### config.mk
export PLATFORM = sky130hd
export DESIGN_NAME = irx_mode_seq
export DESIGN_NICKNAME = d
export VERILOG_FILES = /design/src/rtl/irx_mode_pkg.sv /design/src/rtl/irx_mode_timer.sv /design/src/rtl/irx_pin_mux.sv /design/src/rtl/irx_mode_fsm.sv /design/src/rtl/irx_mode_seq.sv
export SDC_FILE = /design/constraint.sdc
export NUM_CORES = 1
export LEC_CHECK = 0
export BUFFER_PORTS_ARGS = -buffer_cell sky130_fd_sc_hd__buf_2
export CELL_PAD_IN_SITES_DETAIL_PLACEMENT = 0
export CELL_PAD_IN_SITES_GLOBAL_PLACEMENT = 2
export CORE_MARGIN = 3
export CORE_UTILIZATION = 35
export CTS_CLUSTER_DIAMETER = 50
export DETAILED_ROUTE_END_ITERATION = 16
export GPL_ROUTABILITY_DRIVEN = 0
export GPL_TIMING_DRIVEN = 0
export HOLD_SLACK_MARGIN = 0.12
export PLACE_DENSITY = 0.74
export SYNTH_ARGS = -nofsm -noshare
export SYNTH_HDL_FRONTEND = slang
export SYNTH_SLANG_ARGS = --single-unit
### constraint.sdc
create_clock -name clk -period 3.5 [get_ports clk]
set_input_delay 0.525 -clock clk [delete_from_list [all_inputs] [get_ports clk]]
set_output_delay 0.525 -clock clk [all_outputs]
set_load 0.02 [all_outputs]
### src/rtl/irx_mode_pkg.sv
package irx_mode_pkg;

    localparam logic [2:0] CMD_SIR  = 3'd0;
    localparam logic [2:0] CMD_MIR  = 3'd1;
    localparam logic [2:0] CMD_RC   = 3'd2;
    localparam logic [2:0] CMD_SHUT = 3'd3;
    localparam logic [2:0] CMD_WAKE = 3'd4;

    typedef enum logic [1:0] {
        MODE_SIR = 2'd0,
        MODE_MIR = 2'd1,
        MODE_RC  = 2'd2,
        MODE_OFF = 2'd3
    } irx_mode_e;

    typedef enum logic [3:0] {
        ST_IDLE,
        ST_SD_LEAD,
        ST_TX_LEAD,
        ST_RC_PULSE,
        ST_RC_TAIL,
        ST_HOLD_HI,
        ST_HOLD_LO,
        ST_SHUT_HOLD,
        ST_DONE
    } irx_state_e;

    // ceil(ns * hz / 1e9), never below one cycle
    function automatic int unsigned ns_to_cycles(longint unsigned ns, longint unsigned hz);
        longint unsigned c;
        c = (ns * hz + 64'd999_999_999) / 64'd1_000_000_000;
        if (c == 0) c = 1;
        return int'(c);
    endfunction

    function automatic int unsigned max2(int unsigned a, int unsigned b);
        return (a > b) ? a : b;
    endfunction

endpackage

### src/rtl/irx_mode_timer.sv
module irx_mode_timer #(
    parameter int unsigned W = 11
) (
    input  logic         clk,
    input  logic         rst_n,
    input  logic         load,
    input  logic [W-1:0] load_val,
    output logic         expired
);
    logic [W-1:0] cnt_q;

    always_ff @(posedge clk or negedge rst_n) begin
        if (!rst_n) begin
            cnt_q <= '0;
        end else if (load) begin
            cnt_q <= load_val;
        end else if (cnt_q != '0) begin
            cnt_q <= cnt_q - 1'b1;
        end
    end

    assign expired = (cnt_q == '0);
endmodule

### src/rtl/irx_pin_mux.sv
module irx_pin_mux (
    input  logic seq_own,
    input  logic seq_sd,
    input  logic seq_tx,
    input  logic mode_off,
    input  logic tx_data,
    output logic sd_pin,
    output logic txir_pin
);
    always_comb begin
        if (seq_own) begin
            sd_pin   = seq_sd;
            txir_pin = seq_tx;
        end else begin
            sd_pin   = mode_off;
            txir_pin = mode_off ? 1'b0 : tx_data;
        end
    end
endmodule

### src/rtl/irx_mode_fsm.sv
module irx_mode_fsm
    import irx_mode_pkg::*;
#(
    parameter int unsigned W          = 11,
    parameter int unsigned SIR_LEAD_C = 3,
    parameter int unsigned LEAD_C     = 10,
    parameter int unsigned TXS_C      = 3,
    parameter int unsigned HOLD_C     = 3,
    parameter int unsigned RC_C       = 10,
    parameter int unsigned SHUT_C     = 1500,
    parameter int unsigned PMAX_C     = 250
) (
    input  logic         clk,
    input  logic         rst_n,
    input  logic         cmd_valid,
    input  logic [2:0]   cmd_code,
    input  logic         expired,
    output logic         cmd_ready,
    output logic         load,
    output logic [W-1:0] load_val,
    output logic         seq_own,
    output logic         seq_sd,
    output logic         seq_tx,
    output logic         done,
    output logic [1:0]   mode
);
    irx_state_e state_q, state_d;
    irx_mode_e  mode_q, tgt_q, tgt_d;
    int unsigned dur;
    logic        is_off;

    assign is_off = (mode_q == MODE_OFF);

    // next-state logic
    always_comb begin
        state_d = state_q;
        tgt_d   = tgt_q;
        unique case (state_q)
            ST_IDLE: begin
                if (cmd_valid) begin
                    tgt_d   = mode_q;
                    state_d = ST_DONE;
                    if (cmd_code == CMD_SIR && !is_off) begin
                        tgt_d = MODE_SIR; state_d = ST_SD_LEAD;
                    end else if (cmd_code == CMD_MIR && !is_off) begin
                        tgt_d = MODE_MIR; state_d = ST_SD_LEAD;
                    end else if (cmd_code == CMD_RC && !is_off) begin
                        tgt_d = MODE_RC;  state_d = ST_SD_LEAD;
                    end else if (cmd_code == CMD_SHUT && !is_off) begin
                        tgt_d = MODE_OFF; state_d = ST_SHUT_HOLD;
                    end else if (cmd_code == CMD_WAKE && is_off) begin
                        tgt_d = MODE_SIR; state_d = ST_HOLD_LO;
                    end
                end
            end
            ST_SD_LEAD: if (expired) begin
                if (tgt_q == MODE_SIR)      state_d = ST_HOLD_LO;
                else if (tgt_q == MODE_MIR) state_d = ST_TX_LEAD;
                else                        state_d = ST_RC_PULSE;
            end
            ST_TX_LEAD:   if (expired) state_d = ST_HOLD_HI;
            ST_RC_PULSE:  if (expired) state_d = ST_RC_TAIL;
            ST_RC_TAIL:   if (expired) state_d = ST_HOLD_LO;
            ST_HOLD_HI:   if (expired) state_d = ST_DONE;
            ST_HOLD_LO:   if (expired) state_d = ST_DONE;
            ST_SHUT_HOLD: if (expired) state_d = ST_DONE;
            ST_DONE:      state_d = ST_IDLE;
            default:      state_d = ST_IDLE;
        endcase
    end

    // duration of the state being entered
    always_comb begin
        unique case (state_d)
            ST_SD_LEAD:   dur = (tgt_d == MODE_SIR) ? SIR_LEAD_C : LEAD_C;
            ST_TX_LEAD:   dur = TXS_C;
            ST_RC_PULSE:  dur = RC_C;
            ST_RC_TAIL:   dur = HOLD_C;
            ST_HOLD_HI:   dur = HOLD_C;
            ST_HOLD_LO:   dur = HOLD_C;
            ST_SHUT_HOLD: dur = SHUT_C;
            default:      dur = 1;
        endcase
    end

    assign load     = (state_d != state_q);
    assign load_val = W'(dur - 1);

    // state register
    always_ff @(posedge clk or negedge rst_n) begin
        if (!rst_n) begin
            state_q <= ST_IDLE;
            tgt_q   <= MODE_SIR;
            mode_q  <= MODE_SIR;
        end else begin
            state_q <= state_d;
            tgt_q   <= tgt_d;
            if (state_d == ST_DONE && state_q != ST_DONE) mode_q <= tgt_d;
        end
    end

    // outputs
    always_comb begin
        seq_sd = 1'b0;
        seq_tx = 1'b0;
        unique case (state_q)
            ST_SD_LEAD:   seq_sd = 1'b1;
            ST_TX_LEAD:   begin seq_sd = 1'b1; seq_tx = 1'b1; end
            ST_RC_PULSE:  begin seq_sd = 1'b1; seq_tx = 1'b1; end
            ST_RC_TAIL:   seq_sd = 1'b1;
            ST_HOLD_HI:   seq_tx = 1'b1;
            ST_SHUT_HOLD: seq_sd = 1'b1;
            ST_DONE:      seq_sd = is_off;
            default:      ;
        endcase
        seq_own   = (state_q != ST_IDLE);
        cmd_ready = (state_q == ST_IDLE);
        done      = (state_q == ST_DONE);
        mode      = mode_q;
    end

    // run length of the shutdown pin, for the checks below
    logic [W:0] sd_run_q;
    always_ff @(posedge clk or negedge rst_n) begin
        if (!rst_n) sd_run_q <= '0;
        else if (seq_sd && seq_own) sd_run_q <= sd_run_q + 1'b1;
        else sd_run_q <= '0;
    end

    p_prog_sd_max_r5: assert property (@(posedge clk) disable iff (!rst_n)
        (state_q inside {ST_SD_LEAD, ST_TX_LEAD, ST_RC_PULSE, ST_RC_TAIL})
        |-> (sd_run_q < (W+1)'(PMAX_C)));

    p_shut_len_r6: assert property (@(posedge clk) disable iff (!rst_n)
        (state_q == ST_SHUT_HOLD && state_d == ST_DONE)
        |-> (sd_run_q >= (W+1)'(SHUT_C - 1)));

    p_accept_busy_r8: assert property (@(posedge clk) disable iff (!rst_n)
        (cmd_valid && cmd_ready) |=> !cmd_ready);

    p_done_pulse_r10: assert property (@(posedge clk) disable iff (!rst_n)
        done |=> (!done && cmd_ready));
endmodule

### src/rtl/irx_mode_seq.sv
module irx_mode_seq
    import irx_mode_pkg::*;
#(
    parameter longint unsigned CLK_HZ      = 50_000_000,
    parameter longint unsigned SD_LEAD_NS  = 200,
    parameter longint unsigned TX_SETUP_NS = 50,
    parameter longint unsigned HOLD_NS     = 50,
    parameter longint unsigned RC_PULSE_NS = 200,
    parameter longint unsigned SHUT_NS     = 30_000,
    parameter longint unsigned PROG_MAX_NS = 5_000
) (
    input  logic       clk,
    input  logic       rst_n,
    input  logic       cmd_valid,
    input  logic [2:0] cmd_code,
    output logic       cmd_ready,
    input  logic       tx_data,
    output logic       sd_pin,
    output logic       txir_pin,
    output logic       done,
    output logic [1:0] mode_o
);
    localparam int unsigned LEAD_C   = ns_to_cycles(SD_LEAD_NS, CLK_HZ);
    localparam int unsigned TXS_C    = ns_to_cycles(TX_SETUP_NS, CLK_HZ);
    localparam int unsigned HOLD_C   = ns_to_cycles(HOLD_NS, CLK_HZ);
    localparam int unsigned RC_C     = ns_to_cycles(RC_PULSE_NS, CLK_HZ);
    localparam int unsigned SHUT_C   = ns_to_cycles(SHUT_NS, CLK_HZ);
    localparam int unsigned PMAX_C   = ns_to_cycles(PROG_MAX_NS, CLK_HZ);
    localparam int unsigned SIR_SD_C = TXS_C;
    localparam int unsigned MIR_SD_C = LEAD_C + TXS_C;
    localparam int unsigned RC_SD_C  = LEAD_C + RC_C + HOLD_C;
    localparam int unsigned PROG_SD_C = max2(SIR_SD_C, max2(MIR_SD_C, RC_SD_C));
    localparam int unsigned MAX_C    = max2(SHUT_C, max2(LEAD_C, max2(RC_C, max2(TXS_C, HOLD_C))));
    localparam int unsigned W        = $clog2(MAX_C + 1);

    generate
        if (PROG_SD_C > PMAX_C) begin : g_prog_pulse_too_long
            $error("programming pulse on shutdown pin exceeds its maximum");
        end
        if (SHUT_C <= PMAX_C) begin : g_shut_pulse_too_short
            $error("shutdown pulse must exceed the programming maximum");
        end
    endgenerate

    logic         load, expired, seq_own, seq_sd, seq_tx;
    logic [W-1:0] load_val;

    irx_mode_timer #(.W(W)) u_timer (
        .clk      (clk),
        .rst_n    (rst_n),
        .load     (load),
        .load_val (load_val),
        .expired  (expired)
    );

    irx_mode_fsm #(
        .W(W), .SIR_LEAD_C(SIR_SD_C), .LEAD_C(LEAD_C), .TXS_C(TXS_C),
        .HOLD_C(HOLD_C), .RC_C(RC_C), .SHUT_C(SHUT_C), .PMAX_C(PMAX_C)
    ) u_fsm (
        .clk       (clk),
        .rst_n     (rst_n),
        .cmd_valid (cmd_valid),
        .cmd_code  (cmd_code),
        .expired   (expired),
        .cmd_ready (cmd_ready),
        .load      (load),
        .load_val  (load_val),
        .seq_own   (seq_own),
        .seq_sd    (seq_sd),
        .seq_tx    (seq_tx),
        .done      (done),
        .mode      (mode_o)
    );

    irx_pin_mux u_mux (
        .seq_own  (seq_own),
        .seq_sd   (seq_sd),
        .seq_tx   (seq_tx),
        .mode_off (mode_o == MODE_OFF),
        .tx_data  (tx_data),
        .sd_pin   (sd_pin),
        .txir_pin (txir_pin)
    );

    p_tx_outlasts_sd_r3: assert property (@(posedge clk) disable iff (!rst_n)
        ($fell(sd_pin) && $past(txir_pin)) |-> txir_pin);

    p_mode_moves_on_done_r10: assert property (@(posedge clk) disable iff (!rst_n)
        !$stable(mode_o) |-> done);

    p_off_tx_low_r9: assert property (@(posedge clk) disable iff (!rst_n)
        (cmd_ready && mode_o == 2'd3) |-> (sd_pin && !txir_pin));
endmodule

# Word-level counts from Yosys, hierarchy flattened
# Index checks and enable logic that the tools add are counted.
# Widths: inputs -> output; s select.
[word_totals]
reg_bits = 19
in_bits = 7
out_inout_bits = 6
[op_classes]
mux = 30
reduce_logical = 19
add_sub_neg = 2
eq_ne = 24
[op_table]
columns = ["op", "count"]
rows = [
  ["$mux 4", 13],
  ["$pmux 11 s4", 1],
  ["$eq 4x3->1 const B", 8],
  ["$pmux 4 s6", 1],
  ["$mux 11", 2],
  ["$sub 11x1->11 const B", 2],
  ["$eq 4x2->1 const B", 4],
  ["$mux 2", 7],
  ["$logic_not 11->1", 1],
  ["$reduce_bool 11->1", 1],
  ["$eq 4x1->1 const B", 2],
  ["$eq 4x4->1 const B", 2],
  ["$eq 3x2->1 const B", 2],
  ["$logic_and 1x1->1", 6],
  ["$reduce_or 3->1", 2],
  ["$mux 1", 5],
  ["$reduce_or 5->1", 1],
  ["$logic_not 2->1", 2],
  ["$logic_not 4->1", 1],
  ["$ne 4x4->1", 1],
  ["$ne 4x4->1 const B", 1],
  ["$reduce_bool 4->1", 1],
  ["$reduce_or 4->1", 1],
  ["$eq 3x1->1 const B", 1],
  ["7 further kinds", 7],
]

# Longest topological paths before layout
# Gate-level depths: netlist (run 1).
[logic_depth]
depth_word = 14
ltp_mapped = 16

# Modules after synthesis
# A second synthesis (run 1) with hierarchy kept.
[unflattened]
cells_unflattened = 181
hier_area_um2 = 1647.8
[modules_own_cells]
columns = ["mod", "seq_area_each_um2", "instances", "cells_each", "area_per_inst_um2"]
rows = [
  ["irx_mode_fsm", 200.2, 1, 113, 984.7],
  ["irx_mode_timer", 275.3, 1, 63, 626.9],
  ["irx_pin_mux", 0.0, 1, 4, 30.0],
  ["irx_mode_seq", 0.0, 1, 1, 6.3],
]

# Worst setup path after synthesis (run 1)
# OpenSTA, ideal clock, no wires.
[synth_timing]
path_kind = "reg-to-reg"
startpoint = "register u_fsm.state_q[0]"
endpoint = "register u_timer.cnt_q[4]"
t_arrival_ns = 2.785
t_required_ns = 3.423
setup_time_ns = 0.077
synth_period_minus_slack_ns = 2.862
slack_ns = 0.638
path_stages_with_launch = 16
cell_sequence = "dfrtp_1 buf_4 nor4_4 and2_1 nand2_1 a211oi_1 nor3_1 o21ai_0 nand2_1 ha_1 buf_4 nand3_1 o21ai_0 a21oi_1 nor2_1 a21oi_1"
[synth_rtl]
columns = ["element", "line", "source"]
rows = [
  ["from (decl)", "irx_mode_fsm.sv:27", "irx_state_e state_q, state_d;"],
  ["from (signal assigned)", "irx_mode_fsm.sv:96", "state_q <= state_d;"],
  ["$logic_not 4->1 *", "--", ""],
  ["net cmd_ready", "irx_mode_seq.sv:16", "output logic cmd_ready,"],
  ["$pmux 4 s6 / $mux 2 (equally long branches)", "irx_mode_fsm.sv:38", "unique case (state_q)"],
  ["$eq 4x2->1 (tied with other cells)", "irx_mode_fsm.sv:74", "unique case (state_d)"],
  ["$reduce_or 4->1 (no line) / $mux 4 (equally long branches)", "--", ""],
  ["$pmux 11 s4", "irx_mode_fsm.sv:74", ""],
  ["$sub 11x1->11", "irx_mode_fsm.sv:87", "assign load_val = W'(dur - 1);"],
  ["$mux 11", "irx_mode_timer.sv:15", "end else if (load) begin"],
  ["to (signal assigned)", "irx_mode_timer.sv:16", "cnt_q <= load_val;"],
  ["to (signal assigned)", "irx_mode_timer.sv:18", "cnt_q <= cnt_q - 1'b1;"],
  ["to (decl)", "irx_mode_timer.sv:10", "logic [W-1:0] cnt_q;"],
]
# The timed path passes the listed nets; every way through them passes the cells marked *.
# A chain may end at the register's enable or synchronous reset.

# Worst setup path after layout (run 1)
[layout_timing]
startpoint = "register u_timer.cnt_q[1]"
endpoint = "register u_timer.cnt_q[4]"
[layout_between]
elab_chain_len = 8
[layout_rtl]
columns = ["element", "line", "source"]
rows = [
  ["$logic_not 11->1", "irx_mode_timer.sv:22", "assign expired = (cnt_q == '0);"],
  ["$mux 4 (on tied branches)", "--", ""],
  ["$pmux 4 s6", "irx_mode_fsm.sv:38", ""],
  ["$eq 4x2->1 / $eq 4x3->1 (equally long branches)", "irx_mode_fsm.sv:74", ""],
  ["$reduce_or 4->1 (no line)", "--", ""],
  ["$pmux 11 s4", "irx_mode_fsm.sv:74", ""],
  ["$sub 11x1->11", "irx_mode_fsm.sv:87", ""],
  ["$mux 11", "irx_mode_timer.sv:15", ""],
]
# Parallel ways exist; a longest one is shown, timed or not. The select of a mux whose other input is x is not followed.

==> impl_metrics.py, run 1 <==
metrics = {
    "job": {
        "cap_violations": 0,
    },
    "critical_path": {
        "r2r-start": "u_timer.cnt_q[1]$_DFFE_PN0P_",
        "worst-r2r-cell-count": 14,
        "critPathMaxFanout": 8,
        "critPathLaunch": "u_timer.cnt_q[1]$_DFFE_PN0P_",
        "start_kind": "register",
        "end_kind": "register",
        "reg2reg_setup_slack_ns": 0.45,
        "cp-endpoint": "u_timer.cnt_q[4]$_DFFE_PN0P_",
        "r2r_end": "u_timer.cnt_q[4]$_DFFE_PN0P_",
        "path_class": "reg -> reg",
        "cp.arrival_ns": 3.23,
        "worstPathRequired_ns": 3.69,
    },
    "yosys": {
        "synth_flop_cell": "dfrtp_1",
        "yosysWarnings": 0,
        "synthMuxAreaShare_pct": 4.19,
        "asyncSetResetFlopFracSynth_pct": 100,
        "netlist-cell-type-count": 49,
        "avgSynthCellArea_um2": 8.59,
        "yosys.area_share.simple_pct": 28.7,
        "yosys.area.top_type_share_pct": 34.6,
        "synth-seq-area-share_pct": 34.6,
        "synth_area_leaders": "dfrtp_1 (35%), a21oi_1 (5.8%), nand2_1 (4.9%), nor2_1 (4.4%), nor4_4 (3.1%)",
        "yosys.area.top_type": "dfrtp_1",
        "synthAdderAreaFrac_pct": 0.910,
        "synth.net_count": 168,
        "synth_compound_area_share_pct": 23.4,
        "syn-instance-count": 160,
        "synth_edf_count": 0,
        "synth_xor_xnor_area_share_pct": 3.82,
        "synth_top_family_by_area": "simple AND/OR/NAND/NOR gates",
        "synth_seq_cells": 19,
        "syn_area_um2": 1380,
    },
    "power_and_ir_drop": {
        "power.density_nw_per_um2": 1050,
        "power_frac_comb_pct": 65.2,
        "intPower_mw": 0.842,
        "switchingPower_mw": 0.804,
        "p_leak_nw": 0.703,
        "sw_frac_of_total_pct": 48.9,
        "peakVddDrop_mv": 0.370,
        "clkPwrFrac_pct": 9.5,
        "seq_power_share_pct": 25.3,
    },
    "clock_network": {
        "cts_buffer_depth": 2,
        "cts_buffers": 3,
        "worstSkewPairLatency_ns": 0.26,
        "cts_max_level": 1,
        "cts_tree": "done",
        "cts.sink_count": 19,
        "clkTransAtPathRegs_ns": 0.07,
        "root_buffer": "clkbuf_8",
    },
    "timing": {
        "hold_viol_final": 0,
        "drv_slew": 0,
        "fin_crit_ns": 3.05,
        "period_share_pct": 87.1,
        "setup_tns_ns": 0,
        "hold_ws_ns": 0.205,
        "worst_pin_slew_ns": 0.513,
        "relSlewSlack_pct": 65.6,
        "fmax_ghz": 0.328,
        "rsz0062_at_grt": "no",
        "fin_skew_ns": 0.00164,
        "finalSetupViolCount": 0,
    },
    "drt": {
        "wl_per_cell_um": 15.9,
        "vias": 1255,
        "drc": 0,
        "dr.first_iter.drc_count": 90,
        "wl_um": 3600,
        "firstDrtPassIters": 4,
        "post_drt_via_cell_ratio": 5.53,
        "drtAntennaViolNets": 0,
    },
    "finish": {
        "nets": 188,
        "area_delta_synth_final_pct": 13.7,
        "n_antenna_cell": 0,
        "fillCellCount": 398,
        "layout_common_cells": "dfrtp_1 (19), nand2_1 (18), nor2_1 (16), a21oi_1 (16), buf_2 (13)",
        "layout_commonest_cell": "dfrtp_1",
        "design_area_um2": 1560,
        "drive_gt1_share_pct": 21.8,
        "post-route-util_pct": 42.1,
    },
    "floorplanning": {
        "fp.dieW_um": 68.7,
        "rows": 22,
        "start_util_pct": 37.0,
        "core_um2": 3720,
        "die_y_um": 68.7,
        "io-pin-count": 13,
        "die_area_um2": 4720,
    },
    "global_route": {
        "grt_antenna_before_repair": 0,
        "grt_first_pass_wirelength_um": 5930,
        "grt_max_degree": 20,
        "grt_use_total_pct": 17.0,
        "overflow": 0,
        "grt_pass1_vias": 1220,
    },
    "min_path": {
        "hold_class": "in -> async",
    },
    "outcome": {
        "outcome": "finished, final reports clean",
    },
    "placement": {
        "numPortBuffers": 12,
        "hpwl_um": 2670,
        "placed_area_um2": 1500,
    },
}
==> power by group through the flow <==
stage / sequential, mW / combinational, mW / clock, mW
after global routing: 0.432 / 1.21 / 0.171
after global placement: 0.419 / 1.03 / 0
final: 0.417 / 1.07 / 0.156
after detailed placement: 0.418 / 1.04 / 0
after floorplan: 0.398 / 0.816 / 0
after CTS: 0.415 / 1.04 / 0.166
==> final cells by class <==
cell class / count / area (um2) / share of cell area, %
plain buffers: 7 / 42.5 / 2.72
inverters: 5 / 18.8 / 1.20
well taps: 48 / 60.1 / 3.84
clock inverters: 1 / 5.00 / 0.320
repair buffers: 15 / 82.6 / 5.28
clock buffers: 3 / 41.3 / 2.64
multi-input cells: 129 / 838 / 53.6
flip-flops and latches: 19 / 475 / 30.4
==> repair_timing <==
item / in CTS / in global routing
hold endpoints to repair: 0 / 0
setup endpoints to repair: 0 / 2
hold buffers: 0 / 0
setup buffers: 0 / 3
resized for setup: 0 / 1
==> critical path: stages (launching register included) <==
cell,delay [ns]
dfrtp_1,0.45
nor4_2,0.45
nand3_4,0.18
mux2_4,0.38
a211oi_1,0.28
nor3_1,0.08
o21ai_1,0.22
nand2_1,0.08
ha_1,0.18
buf_4,0.17
nand3_1,0.08
o21ai_0,0.09
a21oi_1,0.15
nor2_1,0.05
a21oi_1,0.12
==> cells in the mapped netlist (3+ instances only) <==
cell and instances:
a211oi_1 3, nor2_1 16, nor2b_1 3, and3_1 4, o31ai_1 3, xor2_1 3
nor4_1 4, inv_1 5, nand2_1 18, nor3_1 3, a21oi_1 16, buf_4 4
a31oi_1 3, o21ai_0 8, dfrtp_1 19, xnor2_1 3, or2_2 3, nand2b_1 3
==> cell families (layout without fill, tap and decap cells) <==
logic type | Yosys count | count (layout)
adders and majority gates | 1 | 1
and+or+nand+nor | 68 | 68
buffers and inverters | 12 | 31
DFF | 19 | 19
muxes | 5 | 5
xor gates and xnor gates | 6 | 6
AOI/OAI and AO/OA | 49 | 49
==> flip-flops by register name, summed over array words and instances, names as in the netlist <==
register       count
u_fsm.mode         2
u_fsm.state_q      4
u_fsm.tgt_q        2
u_timer.cnt_q     11
==> routing by layer <==
metal,global-route usage (%),wire [um]
met1,21.6,1600
met2,28.8,1820
met3,2.27,130
met4,6.95,40
met5,0,0
==> per-stage QoR <==
stage / std cells / setup WS (ns) / total power, mW
global route: 227 / 0.0309 / 1.81
finish: 227 / 0.452 / 1.65
detailed placement: 220 / 0.288 / 1.46
CTS: 224 / 0.250 / 1.63
global placement: 220 / 0.277 / 1.45
floorplan: 160 / 0.638 / 1.21
==> worst min-delay path by stage <==
| stage | endpoint | from | cells past startpoint | slack (ns) |
|---|---|---|---|---|
| 6_report | u_timer.cnt_q[0]$_DFFE_PN0P_ | rst_n | 1 | 0.21 |
| 5_1_grt | u_fsm.state_q[1]$_DFF_PN0_ | rst_n | 1 | 0.22 |
| 4_1_cts | u_fsm.mode[0]$_DFFE_PN0P_ | rst_n | 1 | 0.21 |
| 3_5_place_dp | u_fsm.tgt_q[0]$_DFF_PN0_ | rst_n | 1 | 0.50 |
| 3_3_place_gp | u_fsm.mode[0]$_DFFE_PN0P_ | rst_n | 1 | 0.49 |
| 2_1_floorplan | u_fsm.mode[0]$_DFFE_PN0P_ | rst_n | 0 | 0.23 |
Note: power is estimated with default switching activity, not from simulation.
==> run 2, diff against run 1 <==
GPL_TIMING_DRIVEN = unset   (was 0)
==> run 2 against run 1 <==
Compared with the run above:
- combinational power down 10%
- clock power is essentially flat
- total power fell by 3.7%
- critical path depth is 1 lower
- fmax decreased by 0.95%
- non-clock buffer count fell by 9
- sequential power is 13% higher
- first-iteration DRC count shrank 23%
- critical path type unchanged
==> impl_metrics.py, run 2 (synthesis gave the netlist of run 1 again) <==
metrics = {
    "timing": {
        "drv_slew": 0,
        "fmax_ghz": 0.325,
        "rsz0062_at_grt": "no",
        "setup_tns_ns": 0,
        "finalSetupViolCount": 0,
        "worst_pin_slew_ns": 0.537,
        "fin_skew_ns": 0.00802,
        "relSlewSlack_pct": 64.2,
        "fin_crit_ns": 3.08,
        "period_share_pct": 87.9,
        "hold_viol_final": 0,
    },
    "critical_path": {
        "path_class": "reg -> reg",
        "worst-r2r-cell-count": 13,
        "r2r_end": "u_timer.cnt_q[4]$_DFFE_PN0P_",
        "reg2reg_setup_slack_ns": 0.42,
        "end_kind": "register",
        "cp.arrival_ns": 3.26,
        "worstPathRequired_ns": 3.68,
        "r2r-start": "u_timer.cnt_q[4]$_DFFE_PN0P_",
        "start_kind": "register",
        "critPathMaxFanout": 8,
    },
    "finish": {
        "area_delta_synth_final_pct": 9.55,
        "layout_common_cells": "dfrtp_1 (19), nand2_1 (18), nor2_1 (16), a21oi_1 (16), buf_2 (12)",
        "n_antenna_cell": 0,
        "largest_register": "u_timer.cnt_q",
        "layout_commonest_cell": "dfrtp_1",
        "nets": 179,
        "largest_registers": "u_timer.cnt_q (11), u_fsm.state_q (4)",
        "drive_gt1_share_pct": 18.8,
        "largest_reg_flops": 11,
        "fillCellCount": 390,
    },
    "global_route": {
        "grt_util_met2_pct": 29.9,
        "grt_use_total_pct": 16.6,
        "grt_antenna_before_repair": 0,
        "overflow": 0,
        "grtUsageMet3_pct": 1.46,
        "grt_pass1_vias": 1178,
        "grt_first_pass_wirelength_um": 5820,
        "grt_most_used_layer": "met2",
        "met1_usage_pct": 20.9,
        "grt_max_degree": 20,
    },
    "placement": {
        "numPortBuffers": 12,
        "hpwl_um": 2620,
    },
    "drt": {
        "wl_per_cell_um": 16.2,
        "drtAntennaViolNets": 0,
        "dr.first_iter.drc_count": 69,
        "drc": 0,
        "post_drt_via_cell_ratio": 5.67,
        "vias": 1235,
        "firstDrtPassIters": 4,
        "wl_um": 3530,
    },
    "clock_network": {
        "cts_tree": "done",
        "ctsHoldBuffers": 0,
        "root_buffer": "clkbuf_8",
        "cts_max_level": 1,
        "clkTransAtPathRegs_ns": 0.08,
        "cts_setup_buffers": 0,
        "worstSkewPairLatency_ns": 0.26,
        "cts_resized": 0,
        "cts_buffer_depth": 2,
        "cts_buffers": 3,
        "cts.sink_count": 19,
    },
    "floorplanning": {
        "die_y_um": 68.7,
        "core_um2": 3720,
        "io-pin-count": 13,
        "die_area_um2": 4720,
        "start_util_pct": 37.0,
        "rows": 22,
        "fp.dieW_um": 68.7,
    },
    "outcome": {
        "outcome": "finished, final reports clean",
    },
    "power_and_ir_drop": {
        "power.density_nw_per_um2": 1050,
        "p_leak_nw": 0.665,
        "peakVddDrop_mv": 0.395,
        "p_total_mw": 1.59,
    },
    "min_path": {
        "hold_class": "in -> async",
    },
    "job": {
        "cap_violations": 0,
    },
}
==> run 2: worst max path at each step <==
stage,depth (start not counted),end,startpoint
detailed placement,13,u_timer.cnt_q[4]$_DFFE_PN0P_,u_timer.cnt_q[4]$_DFFE_PN0P_
global route,13,u_timer.cnt_q[4]$_DFFE_PN0P_,u_timer.cnt_q[4]$_DFFE_PN0P_
CTS,13,u_timer.cnt_q[4]$_DFFE_PN0P_,u_timer.cnt_q[4]$_DFFE_PN0P_
global placement,10,u_timer.cnt_q[6]$_DFFE_PN0P_,u_timer.cnt_q[5]$_DFFE_PN0P_
finish,13,u_timer.cnt_q[4]$_DFFE_PN0P_,u_timer.cnt_q[4]$_DFFE_PN0P_
floorplan,15,u_timer.cnt_q[4]$_DFFE_PN0P_,u_fsm.state_q[0]$_DFF_PN0_
==> run 2: where the power goes <==
group	switching [mW]	internal [mW]	total [mW]
combinational	0.559	0.399	0.958
clock	0.0765	0.0791	0.156
sequential	0.158	0.314	0.472
total	0.794	0.792	1.59
==> run 2: area by class of cell <==
class	count	area [um2]	area share (%)
Multi-Input combinational cell	129	838	55.6
Sequential cell	19	475	31.6
Timing Repair Buffer	13	67.6	4.49
Tap cell	48	60.1	3.99
Clock buffer	3	41.3	2.74
Inverter	5	18.8	1.25
Clock inverter	1	5.00	0.332
==> run 2: stage by stage <==
stage                     setup WS, ns  instances  hold WS (ns)  utilization (%)  area [um2]
after CTS                        0.327        218         0.209             40.5        1510
after global placement           0.416        214         0.484             39.3        1460
after global routing            0.0357        218         0.232             40.5        1510
after floorplan                  0.638        160         0.229                -        1380
after detailed placement         0.376        214         0.493             39.3        1460
final                            0.423        218         0.198             40.5        1510
==> run 2: worst max-delay path, cell delays in order (launching register included) <==
cell,delay [ns]
dfrtp_1,0.45
nor4_4,0.48
nand3_4,0.18
mux2_4,0.38
a211oi_1,0.28
nor3_1,0.08
o21ai_1,0.25
nand2_1,0.09
ha_1,0.31
nand3_1,0.12
o21ai_0,0.08
a21oi_1,0.15
nor2_1,0.05
a21oi_1,0.11
==> run 2: routing by layer <==
| metal | wire (um) | share of wire (%) |
|---|---|---|
| met3 | 124 | 3.5 |
| met4 | 19 | 0.54 |
| met5 | 0 | 0 |
| met1 | 1540 | 44 |
| met2 | 1840 | 52 |
==> run 3, diff against run 2 <==
CORE_MARGIN = unset   (was 3)
REMOVE_ABC_BUFFERS = 1   (was unset)
==> run 3 against run 2 <==
Compared with the run above:
- non-clock buffer count rose by 2
- clock power about the same
- worst setup slack worse by 0.069 ns
==> impl_metrics.py, run 3 (synthesis gave the netlist of run 1 again) <==
metrics = {
    "drt": {
        "vias": 1259,
        "post_drt_via_cell_ratio": 5.72,
        "drtAntennaViolNets": 0,
        "wl_per_cell_um": 16.2,
        "dr.first_iter.drc_count": 62,
        "firstDrtPassIters": 4,
        "drc": 0,
        "wl_um": 3570,
    },
    "finish": {
        "layout_commonest_cell": "dfrtp_1",
        "area_delta_synth_final_pct": 10.6,
        "largest_registers": "u_timer.cnt_q (11), u_fsm.state_q (4)",
        "multi_input_area_um2": 838,
        "nets": 181,
        "regArea_um2": 475,
        "largest_reg_flops": 11,
        "n_antenna_cell": 0,
        "instances_no_fill": 220,
        "design_area_um2": 1520,
        "post-route-util_pct": 40.9,
        "fillCellCount": 385,
        "layout_common_cells": "dfrtp_1 (19), nand2_1 (18), nor2_1 (16), a21oi_1 (16), buf_2 (12)",
        "drive_gt1_share_pct": 19.8,
        "largest_register": "u_timer.cnt_q",
    },
    "timing": {
        "fin_skew_ns": 0.00432,
        "fin_crit_ns": 3.15,
        "rsz0062_at_grt": "no",
        "fmax_ghz": 0.318,
        "relSlewSlack_pct": 63.5,
        "finalSetupViolCount": 0,
        "hold_viol_final": 0,
        "drv_slew": 0,
        "setup_tns_ns": 0,
        "worst_pin_slew_ns": 0.548,
        "period_share_pct": 89.9,
    },
    "global_route": {
        "grt_first_pass_wirelength_um": 5950,
        "overflow": 0,
        "grt_max_degree": 20,
        "grt_use_total_pct": 18.6,
        "grt_pass1_vias": 1220,
        "grt_antenna_before_repair": 0,
    },
    "clock_network": {
        "cts_buffers": 3,
        "cts_tree": "done",
        "cts_buffer_depth": 2,
        "root_buffer": "clkbuf_8",
        "worstSkewPairLatency_ns": 0.26,
        "cts_max_level": 1,
        "cts.sink_count": 19,
        "cts_resized": 0,
        "clkTransAtPathRegs_ns": 0.07,
    },
    "min_path": {
        "hold_class": "in -> async",
    },
    "placement": {
        "numPortBuffers": 12,
        "hpwl_um": 2690,
        "placed_area_um2": 1460,
        "place_inst": 214,
    },
    "power_and_ir_drop": {
        "p_total_mw": 1.61,
        "p_leak_nw": 0.675,
        "seq_power_share_pct": 29.3,
        "switchingPower_mw": 0.798,
        "power_frac_comb_pct": 61.1,
        "power.density_nw_per_um2": 1060,
        "peakVddDrop_mv": 0.402,
        "sw_frac_of_total_pct": 49.7,
        "clkPwrFrac_pct": 9.6,
        "intPower_mw": 0.809,
    },
    "floorplanning": {
        "rows": 22,
        "die_y_um": 64.7,
        "die_area_um2": 4180,
        "start_util_pct": 37.0,
        "core_um2": 3720,
        "fp.dieW_um": 64.7,
        "io-pin-count": 13,
    },
    "critical_path": {
        "start_kind": "register",
        "cp_common_cell": "o21ai_0",
        "worstPathRequired_ns": 3.69,
        "cp.buffers_inverters": 1,
        "path_class": "reg -> reg",
        "reg2reg_setup_slack_ns": 0.35,
        "cp_slowest_cell": "dfrtp_1",
        "path_cells": "nor4_4 -> and2_1 -> o21ai_0 -> and2_1 -> inv_1 -> nor3_1 -> o21ai_0 -> nand2_1 -> ha_1 -> nand3_1 -> o21ai_0 -> a21oi_1 -> nor2_1 -> a21oi_1",
        "cp.arrival_ns": 3.34,
        "end_kind": "register",
        "cp_top_family": "simple AND/OR/NAND/NOR gates",
        "slowest_delay_ns": 0.50,
        "critPathMaxFanout": 9,
    },
    "job": {
        "cap_violations": 0,
    },
    "outcome": {
        "outcome": "finished, final reports clean",
    },
}
[run 3: changes by cell type in the layout (fill, tap and decap cells not counted), sizes merged]
cell / delta
buf: +2
[run 3: worst paths after layout]
path | startpoint | to | depth (start not counted)
max in group asynchronous | rst_n | u_fsm.tgt_q[1]$_DFF_PN0_ | 1
worst max-delay path | u_fsm.state_q[0]$_DFF_PN0_ | u_timer.cnt_q[4]$_DFFE_PN0P_ | 14
worst min register to register | u_timer.cnt_q[8]$_DFFE_PN0P_ | u_timer.cnt_q[8]$_DFFE_PN0P_ | 2
worst max register to register | u_fsm.state_q[0]$_DFF_PN0_ | u_timer.cnt_q[4]$_DFFE_PN0P_ | 14
min in group clk | u_timer.cnt_q[8]$_DFFE_PN0P_ | u_timer.cnt_q[8]$_DFFE_PN0P_ | 2
worst min-delay path | rst_n | u_timer.cnt_q[4]$_DFFE_PN0P_ | 1
[run 3: power groups by stage]
stage | combinational, mW | sequential (mW) | clock [mW]
5_1_grt | 1.11 | 0.488 | 0.165
4_1_cts | 0.966 | 0.469 | 0.155
2_1_floorplan | 0.736 | 0.435 | 0
3_5_place_dp | 0.962 | 0.472 | 0
6_report | 0.982 | 0.471 | 0.154
3_3_place_gp | 0.954 | 0.472 | 0
[run 3: repair_timing]
item / 4_1_cts / 5_1_grt
endpoints found under the setup margin: 0 / 1
hold buffers: 0 / 0
setup buffers: 0 / 2
[run 3: layout make-up]
| class | count | area share (%) |
|---|---|---|
| sequential | 19 | 31.2 |
| clock buffer | 3 | 2.71 |
| inverter | 5 | 1.23 |
| clock inverter | 1 | 0.329 |
| multi-input combinational | 129 | 55.1 |
| tap | 48 | 3.95 |
| timing repair buffer | 15 | 5.43 |
[run 3: metrics by stage]
step                hold WS, ns  worst slack (ns)
floorplan                 0.229             0.651
global placement          0.485             0.424
detailed placement        0.489             0.330
CTS                       0.212             0.310
global route              0.232            0.0543
finish                    0.194             0.354
[run 3: layer usage]
metal	vias up	global-route usage, %	share of wire [%]
li1	614	-	-
met1	609	22.6	44
met2	31	34.1	51
met3	5	1.94	3.4
met4	0	6.11	1.2
met5	-	0	0
